<file path="config.mk">
export PLATFORM = sky130hd
export DESIGN_NAME = eag_unit
export DESIGN_NICKNAME = d
export VERILOG_FILES = /design/src/rtl/eag_pkg.sv /design/src/rtl/eag_base_sel.sv /design/src/rtl/eag_wrap_add.sv /design/src/rtl/eag_mode_mux.sv /design/src/rtl/eag_unit.sv
export SDC_FILE = /design/constraint.sdc
export NUM_CORES = 1
export LEC_CHECK = 0
export ABC_AREA = 0
export CORE_UTILIZATION = 28
export DETAILED_ROUTE_END_ITERATION = 7
export SLEW_MARGIN = 5
export SYNTH_ARGS = -nofsm -noshare
export SYNTH_HDL_FRONTEND = slang
export SYNTH_SLANG_ARGS = --single-unit
</file>
<file path="constraint.sdc">
create_clock -name clk -period 10.2 [get_ports clk]
set_input_delay 3.06 -clock clk [delete_from_list [all_inputs] [get_ports clk]]
set_output_delay 3.06 -clock clk [all_outputs]
set_load 0.02 [all_outputs]
</file>
<file path="src/rtl/eag_pkg.sv">
package eag_pkg;
    localparam int EAG_AW = 16;
    localparam int EAG_BW = 8;

    typedef enum logic [2:0] {
        EAG_INH = 3'd0,
        EAG_IMM = 3'd1,
        EAG_DIR = 3'd2,
        EAG_EXT = 3'd3,
        EAG_IDX = 3'd4,
        EAG_REL = 3'd5
    } eag_mode_e;

    typedef struct packed {
        logic [EAG_AW-1:0] addr;
        logic              valid;
        logic              imm;
    } eag_out_t;

    function automatic logic [EAG_AW-1:0] zext_byte(input logic [EAG_BW-1:0] b);
        return {{(EAG_AW-EAG_BW){1'b0}}, b};
    endfunction

    function automatic logic [EAG_AW-1:0] sext_byte(input logic [EAG_BW-1:0] b);
        return {{(EAG_AW-EAG_BW){b[EAG_BW-1]}}, b};
    endfunction
endpackage

</file>
<file path="src/rtl/eag_base_sel.sv">
module eag_base_sel #(
    parameter int          AW        = 16,
    parameter int          PW        = 8,
    parameter logic [PW-1:0] Y_PREBYTE = 8'h18
) (
    input  logic          clk,
    input  logic          rst,
    input  logic [PW-1:0] prebyte,
    input  logic [AW-1:0] idx_x,
    input  logic [AW-1:0] idx_y,
    output logic [AW-1:0] base,
    output logic          sel_y
);
    assign sel_y = (prebyte == Y_PREBYTE);
    assign base  = sel_y ? idx_y : idx_x;

    // the alternate prebyte never leaves the first register as base
    assert_ysel_base_R6: assert property (@(posedge clk) disable iff (rst)
        (prebyte == Y_PREBYTE) |-> (base == idx_y));
    assert_xsel_base_R6: assert property (@(posedge clk) disable iff (rst)
        (prebyte != Y_PREBYTE) |-> (base == idx_x));
endmodule

</file>
<file path="src/rtl/eag_wrap_add.sv">
module eag_wrap_add #(
    parameter int AW     = 16,
    parameter int OW     = 8,
    parameter bit SIGNED = 1'b0
) (
    input  logic          clk,
    input  logic          rst,
    input  logic [AW-1:0] base,
    input  logic [OW-1:0] off,
    output logic [AW-1:0] sum
);
    localparam int EXT = AW - OW;
    logic [AW-1:0] off_ext;
    logic [AW-1:0] diff;

    generate
        if (SIGNED) begin : g_sext
            assign off_ext = {{EXT{off[OW-1]}}, off};
        end else begin : g_zext
            assign off_ext = {{EXT{1'b0}}, off};
        end
    endgenerate

    assign sum  = base + off_ext;
    assign diff = sum - base;

    generate
        if (SIGNED) begin : g_chk_s
            // a non-negative offset moves forward by less than 128
            assert_rel_fwd_R7: assert property (@(posedge clk) disable iff (rst)
                !off[OW-1] |-> (diff < AW'(1 << (OW-1))));
        end else begin : g_chk_u
            // unsigned offset keeps the wrapped distance under 256
            assert_idx_range_R5: assert property (@(posedge clk) disable iff (rst)
                diff < AW'(1 << OW));
        end
    endgenerate
endmodule

</file>
<file path="src/rtl/eag_mode_mux.sv">
module eag_mode_mux
    import eag_pkg::*;
(
    input  logic              clk,
    input  logic              rst,
    input  logic [2:0]        mode,
    input  logic [EAG_BW-1:0] arg0,
    input  logic [EAG_BW-1:0] arg1,
    input  logic [EAG_AW-1:0] idx_sum,
    input  logic [EAG_AW-1:0] rel_sum,
    output eag_out_t          res
);
    eag_mode_e m;
    assign m = eag_mode_e'(mode);

    always_comb begin
        res = '0;
        case (m)
            EAG_IMM: res.imm = 1'b1;
            EAG_DIR: begin
                res.addr  = zext_byte(arg0);
                res.valid = 1'b1;
            end
            EAG_EXT: begin
                res.addr  = {arg0, arg1};
                res.valid = 1'b1;
            end
            EAG_IDX: begin
                res.addr  = idx_sum;
                res.valid = 1'b1;
            end
            EAG_REL: begin
                res.addr  = rel_sum;
                res.valid = 1'b1;
            end
            default: res = '0;
        endcase
    end

    // page-zero mode never produces a nonzero high byte
    assert_direct_page0_R3: assert property (@(posedge clk) disable iff (rst)
        (mode == 3'd2) |-> (res.addr[EAG_AW-1:EAG_BW] == '0 && res.valid));
    // full mode carries the first byte into the high half
    assert_ext_order_R4: assert property (@(posedge clk) disable iff (rst)
        (mode == 3'd3) |-> (res.addr[EAG_AW-1:EAG_BW] == arg0));
endmodule

</file>
<file path="src/rtl/eag_unit.sv">
module eag_unit
    import eag_pkg::*;
#(
    parameter bit         OUT_REG   = 1'b1,
    parameter logic [7:0] Y_PREBYTE = 8'h18
) (
    input  logic        clk,
    input  logic        rst,
    input  logic [2:0]  mode,
    input  logic [7:0]  prebyte,
    input  logic [7:0]  arg0,
    input  logic [7:0]  arg1,
    input  logic [15:0] idx_x,
    input  logic [15:0] idx_y,
    input  logic [15:0] pc_next,
    output logic [15:0] ea,
    output logic        ea_valid,
    output logic        imm_sel
);
    logic [EAG_AW-1:0] base;
    logic              sel_y;
    logic [EAG_AW-1:0] idx_sum;
    logic [EAG_AW-1:0] rel_sum;
    eag_out_t          res;
    eag_out_t          out;

    eag_base_sel #(.AW(EAG_AW), .PW(8), .Y_PREBYTE(Y_PREBYTE)) u_base (
        .clk(clk), .rst(rst), .prebyte(prebyte),
        .idx_x(idx_x), .idx_y(idx_y), .base(base), .sel_y(sel_y)
    );

    eag_wrap_add #(.AW(EAG_AW), .OW(EAG_BW), .SIGNED(1'b0)) u_idx_add (
        .clk(clk), .rst(rst), .base(base), .off(arg0), .sum(idx_sum)
    );

    eag_wrap_add #(.AW(EAG_AW), .OW(EAG_BW), .SIGNED(1'b1)) u_rel_add (
        .clk(clk), .rst(rst), .base(pc_next), .off(arg0), .sum(rel_sum)
    );

    eag_mode_mux u_mux (
        .clk(clk), .rst(rst), .mode(mode), .arg0(arg0), .arg1(arg1),
        .idx_sum(idx_sum), .rel_sum(rel_sum), .res(res)
    );

    generate
        if (OUT_REG) begin : g_reg
            eag_out_t q;
            logic     armed;
            always_ff @(posedge clk) begin
                if (rst) begin
                    q     <= '0;
                    armed <= 1'b0;
                end else begin
                    q     <= res;
                    armed <= 1'b1;
                end
            end
            assign out = q;
            // output is the result captured one edge earlier
            assert_pipe_delay_R9: assert property (@(posedge clk) disable iff (rst)
                armed |-> (out == $past(res)));
        end else begin : g_comb
            assign out = res;
        end
    endgenerate

    assign ea       = out.addr;
    assign ea_valid = out.valid;
    assign imm_sel  = out.imm;

    // no address formed means a zero address
    assert_noaddr_zero_R1: assert property (@(posedge clk) disable iff (rst)
        !ea_valid |-> (ea == '0));
    // the immediate flag excludes a memory address
    assert_imm_novalid_R2: assert property (@(posedge clk) disable iff (rst)
        imm_sel |-> !ea_valid);
    // the second index register is used only for the indexed mode sum
    assert_ysel_used_R6: assert property (@(posedge clk) disable iff (rst)
        (sel_y && mode == 3'd4) |-> (res.addr == idx_y + {8'h00, arg0}));
endmodule

</file>
; Yosys cells after proc, flatten, opt, wreduce, memory -nomap -nowiden
; Cells that the tools add are included.
[word_totals]
ff_bits = 18
latchBits = 0
mem_bits_rw = 0
rom_bits = 0
input_bits = 77
elab_cells = 14
memories = 0
[op_classes]
add_sub_neg = 2
multipliers = 0
div_mod_pow = 0
n_lt_le_gt_ge = 0
eq_ne = 6
shift = 0
n_mux = 3
bitwise = 0
n_reduce_logical = 0
[op_table]
columns = op, n
row1 = case mux 17 bit (4 select lines), 1
row2 = adder 16 bit, 1
row3 = adder 16 x 8 -> 16 bit, 1
row4 = 2-to-1 mux 16 bit, 1
row5 = == test 8 x 5 -> 1 bit (second input constant), 1
row6 = == test 3 x 2 -> 1 bit (second input constant), 2
row7 = == test 3 bit (second input constant), 2
row8 = == test 3 x 1 -> 1 bit (second input constant), 1
row9 = 2-to-1 mux 1 bit, 1

; Logic depth before layout (Yosys ltp)
[depth]
word_depth = 4
mapped_depth = 13
depth_no_buf = 12

; By module
; From an unflattened synthesis, not the netlist that was laid out.
[unflattened]
cells_unflattened = 276
area_unflattened_um2 = 2549.9
[by_module_without_submodules]
columns = module, instances, cells_each, area_each_um2, seq_area_each_um2
row1 = eag_wrap_add (u_rel_add), 1, 104, 809.5, 0.0
row2 = eag_wrap_add (u_idx_add), 1, 62, 490.5, 0.0
row3 = eag_unit, 1, 37, 489.2, 360.3
row4 = eag_mode_mux, 1, 52, 473.0, 0.0
row5 = eag_base_sel, 1, 21, 287.8, 0.0

; Worst setup path before layout
; No wires, ideal clock.
[synth_timing]
kind = in2reg
from = in prebyte[5]
to = reg g_reg.q, in the netlist ea[13]
setup_ns = 0.132
arrival_ns = 5.689
required_time_ns = 10.068
path_slack_ns = 4.379
stages = 12
cell_sequence = nor4b_2 -> nand2_1 -> buf_2 -> mux2_2 -> ha_1 -> o21ai_1 -> o21a_1 -> o31ai_4 -> a21oi_1 -> a31o_1 -> o31ai_1 -> a21oi_1
[synth_via]
elab_chain_cells = 4
[synth_rtl]
columns = element, line_no
row1 = start: declaration, eag_unit.sv:10  ; input logic [7:0] prebyte,
row2 = == test 8 x 5 -> 1 bit, eag_base_sel.sv:14  ; assign sel_y = (prebyte == Y_PREBYTE);
row3 = 2-to-1 mux 16 bit, eag_base_sel.sv:15  ; assign base = sel_y ? idx_y : idx_x;
row4 = adder 16 x 8 -> 16 bit, eag_wrap_add.sv:24  ; assign sum = base + off_ext;
row5 = case mux 17 bit (4 select lines), eag_mode_mux.sv:18  ; case (m)
row6 = end signal: assignment, eag_unit.sv:54  ; q <= res;
row7 = end: declaration, eag_unit.sv:47  ; eag_out_t q;
; No other way between the ends.
; A chain may end at the register's enable or synchronous reset.

; Worst setup path in the final report
[layout_timing]
from = in prebyte[5]
to = reg g_reg.q, in the netlist ea[12]
; The elaborated chain is that of the path after synthesis.

==> flow_metrics.env <==
export IMPL_route_detailed_drc=0
export IMPL_synth_lib_cells_used_distinct=51
export IMPL_seqPwrFrac_pct=28.0
export IMPL_mappedNetlistArea_um2=2250
export IMPL_antenna_found_initial=0
export IMPL_slew_headroom_pct=31.9
export IMPL_static_leakage_power_uw=0.00129
export IMPL_postCtsResizedCells=0
export IMPL_synth_top_area_cell="sky130_fd_sc_hd__dfxtp_1"
export IMPL_maxCapViolCount=0
export IMPL_placement_setup_worst_slack_ps=3270
export IMPL_detailedPlacementHpwl_mm=6.05
export IMPL_setup_viol=0
export IMPL_finalSetupTns_ps=0
export IMPL_synth_seq_cells=18
export IMPL_wl_per_cell_um=15.5
export IMPL_cts_hold_buf=0
export IMPL_clk_transition_reported_paths_ps=60
export IMPL_pre_antenna_drt_iters=5
export IMPL_insertedDiodeCount=0
export IMPL_ys_top_cells_by_area="sky130_fd_sc_hd__dfxtp_1 16%, sky130_fd_sc_hd__ha_1 14%, sky130_fd_sc_hd__xnor2_1 8.2%"
export IMPL_post_route_util_pct=43.2
export IMPL_timing_hold_violations_final=0
export IMPL_syn_num_nets=382
export IMPL_port_buffers=94
export IMPL_mean_cell_area_of_the_mapped_netlist_um2=8.08
export IMPL_first_pass_grt_wire_length_mm=12.0
export IMPL_whs_ps=3400
export IMPL_synth_top_cells_by_count="28 x sky130_fd_sc_hd__a21oi_1, 26 x sky130_fd_sc_hd__nor2_1, 25 x sky130_fd_sc_hd__ha_1"
export IMPL_cts_sinks=18
export IMPL_clockBufferDepth=2
export IMPL_gr_total_overflow=0
export IMPL_min_period_over_period_pct=65.7
export IMPL_gr_usage_all_layers_pct=17.6
export IMPL_run_status="completed"
export IMPL_rsz0062_at_grt="false"
export IMPL_initial_core_util_pct=29.1
export IMPL_int_power_uw=171
export IMPL_postSynth_asyncResetShare_pct=0
export IMPL_switchingPower_uw=91.9
export IMPL_yosys_most_used_dff="sky130_fd_sc_hd__dfxtp_1"
export IMPL_finish_net_count=476
export IMPL_cts_max_level=1
export IMPL_max_slew_worst_pin_slew_ps=1020
export IMPL_worstHoldPathType="input port to flop"
export IMPL_criticalPathCategory="input port to flop"
export IMPL_critPathArrivalTime_ps=6810
export IMPL_cp_end_kind="flop"
export IMPL_synth_warning_count=0
export IMPL_placement_rows=32
export IMPL_antenna_violating_nets_post_route=0
export IMPL_worst_ir_drop_vdd_v=0.0000386
export IMPL_die_area_um2=8380
export IMPL_final_min_clock_period_ps=6700
export IMPL_floorplan_core_area_um2=7730
export IMPL_share_clk_of_total_power_pct=18.5
export IMPL_post_synth_inst_count=278
export IMPL_synth_seq_area_share_pct=16.0
export IMPL_avgViaCountPerCell=5.23
export IMPL_via_count_of_the_routed_design=2470
export IMPL_power_share_combinational_pct=53.5
export IMPL_finalWirelength_mm=7.33
export IMPL_top_count_cell_post_synth="sky130_fd_sc_hd__a21oi_1"
export IMPL_cts_root_buffer_cell="sky130_fd_sc_hd__clkbuf_8"
export IMPL_clock_fmax_mhz=149
export IMPL_fraction_of_final_layout_cells_sized_beyond_drive_strength_1_pct=4.86
export IMPL_die_y_um=91.6
export IMPL_dpl_cell_count=469
export IMPL_tritoncts="built"
export IMPL_final_instance_count_excl_fill=472
export IMPL_die_w_um=91.6
export IMPL_finalWorstSetupSlack_ps=3500
export IMPL_power_switching_fraction_pct=34.9
export IMPL_drt_iter0_drc=176
export IMPL_cts_setup_buffers=0
export IMPL_synthDominantCellAreaShare_pct=16.0
export IMPL_first_global_vias=2471
export IMPL_power_density_nw_per_um2=79.0
export IMPL_synth_edff_count=0
export IMPL_slew_violations=0
export IMPL_syn_to_final_growth_pct=48.5
export IMPL_cp_max_fo=17
export IMPL_place_congestion=0.908
export IMPL_crit_path_required_time_ps=10310
export IMPL_critical_path_startpoint_type="input port"
export IMPL_grt_max_degree=18
export IMPL_io_pins=95
export IMPL_cts_buffers=3
-- power by group through the flow --
| stage | logic [uW] | registers (uW) | clock network, uW |
|---|---|---|---|
| floorplan | 77.9 | 78.8 | 0 |
| global route | 155 | 74.0 | 52.0 |
| detailed placement | 140 | 75.4 | 0 |
| global placement | 140 | 75.4 | 0 |
| finish | 141 | 73.7 | 48.7 |
| CTS | 141 | 73.8 | 49.3 |
-- state kept, by name, summed over array words and instances (netlist names) --
| register | cells |
|---|---|
| imm_sel | 1 |
| ea_valid | 1 |
| ea | 16 |
-- worst max-delay path: stages --
cell and delay, ps:
sky130_fd_sc_hd__clkdlybuf4s50_1 410, sky130_fd_sc_hd__nor4b_2 440, sky130_fd_sc_hd__nand2_1 550, sky130_fd_sc_hd__mux2_2 460, sky130_fd_sc_hd__ha_1 230, sky130_fd_sc_hd__fa_1 430
sky130_fd_sc_hd__nand3_1 130, sky130_fd_sc_hd__a21oi_1 100, sky130_fd_sc_hd__o21a_1 300, sky130_fd_sc_hd__a221oi_1 310, sky130_fd_sc_hd__a311oi_1 80, sky130_fd_sc_hd__o21ai_0 150
sky130_fd_sc_hd__a31oi_1 150
-- metal layers --
metal  global-route usage (%)  part of all wire, %  vias up
met5                        0                    0        -
met4                     4.10                  1.6        0
met3                     1.42                  5.7        9
met2                     29.3                   45       93
met1                     24.4                   48     1131
li1                         -                    -     1237
-- metrics by stage --
| stage | area, um^2 | power [uW] |
|---|---|---|
| floorplan | 2250 | 157 |
| global placement | 3290 | 216 |
| detailed placement | 3290 | 215 |
| CTS | 3340 | 264 |
| global route | 3340 | 281 |
| finish | 3340 | 263 |
-- placed cells by master, fill, tap and decap left out, types with 8 or more instances in the layout --
master and count:
sky130_fd_sc_hd__nand3_1 8, sky130_fd_sc_hd__dfxtp_1 18, sky130_fd_sc_hd__nand2_1 23, sky130_fd_sc_hd__a21oi_1 28
sky130_fd_sc_hd__ha_1 25, sky130_fd_sc_hd__xor2_1 8, sky130_fd_sc_hd__a22oi_1 9, sky130_fd_sc_hd__nor2_1 26
sky130_fd_sc_hd__clkdlybuf4s50_1 94, sky130_fd_sc_hd__mux2_2 8, sky130_fd_sc_hd__mux2i_1 11, sky130_fd_sc_hd__xnor2_1 21
-- path summary, 6_finish.rpt --
kind / from / depth (start not counted) / end / slack [ps]
hold / removal: rst / 2 / ea[1] / 3400
setup / recovery: prebyte[5] / 13 / ea[12] / 3500
-- cell families (layout without fill, tap and decap cells) --
kind of cell | after synthesis | after routing | share of synthesized area [%]
adders and majority gates | 27 | 27 | 15.7
and+or+nand+nor | 85 | 85 | 18.8
DFF | 18 | 18 | 16.0
AOI/OAI and AO/OA | 89 | 89 | 26.8
buffers and inverters | 10 | 102 | 1.73
xor gates and xnor gates | 29 | 29 | 11.3
muxes | 20 | 20 | 9.58
-- area by class of cell --
| type | instances | area [um^2] |
|---|---|---|
| fillers | 786 | 4390 |
| multi-input cells | 250 | 1850 |
| repair buffers | 94 | 941 |
| flip-flops and latches | 18 | 360 |
| well taps | 102 | 128 |
| clock buffers | 3 | 41.3 |
| inverters | 5 | 18.8 |
Note: power is estimated with default switching activity, not from simulation.
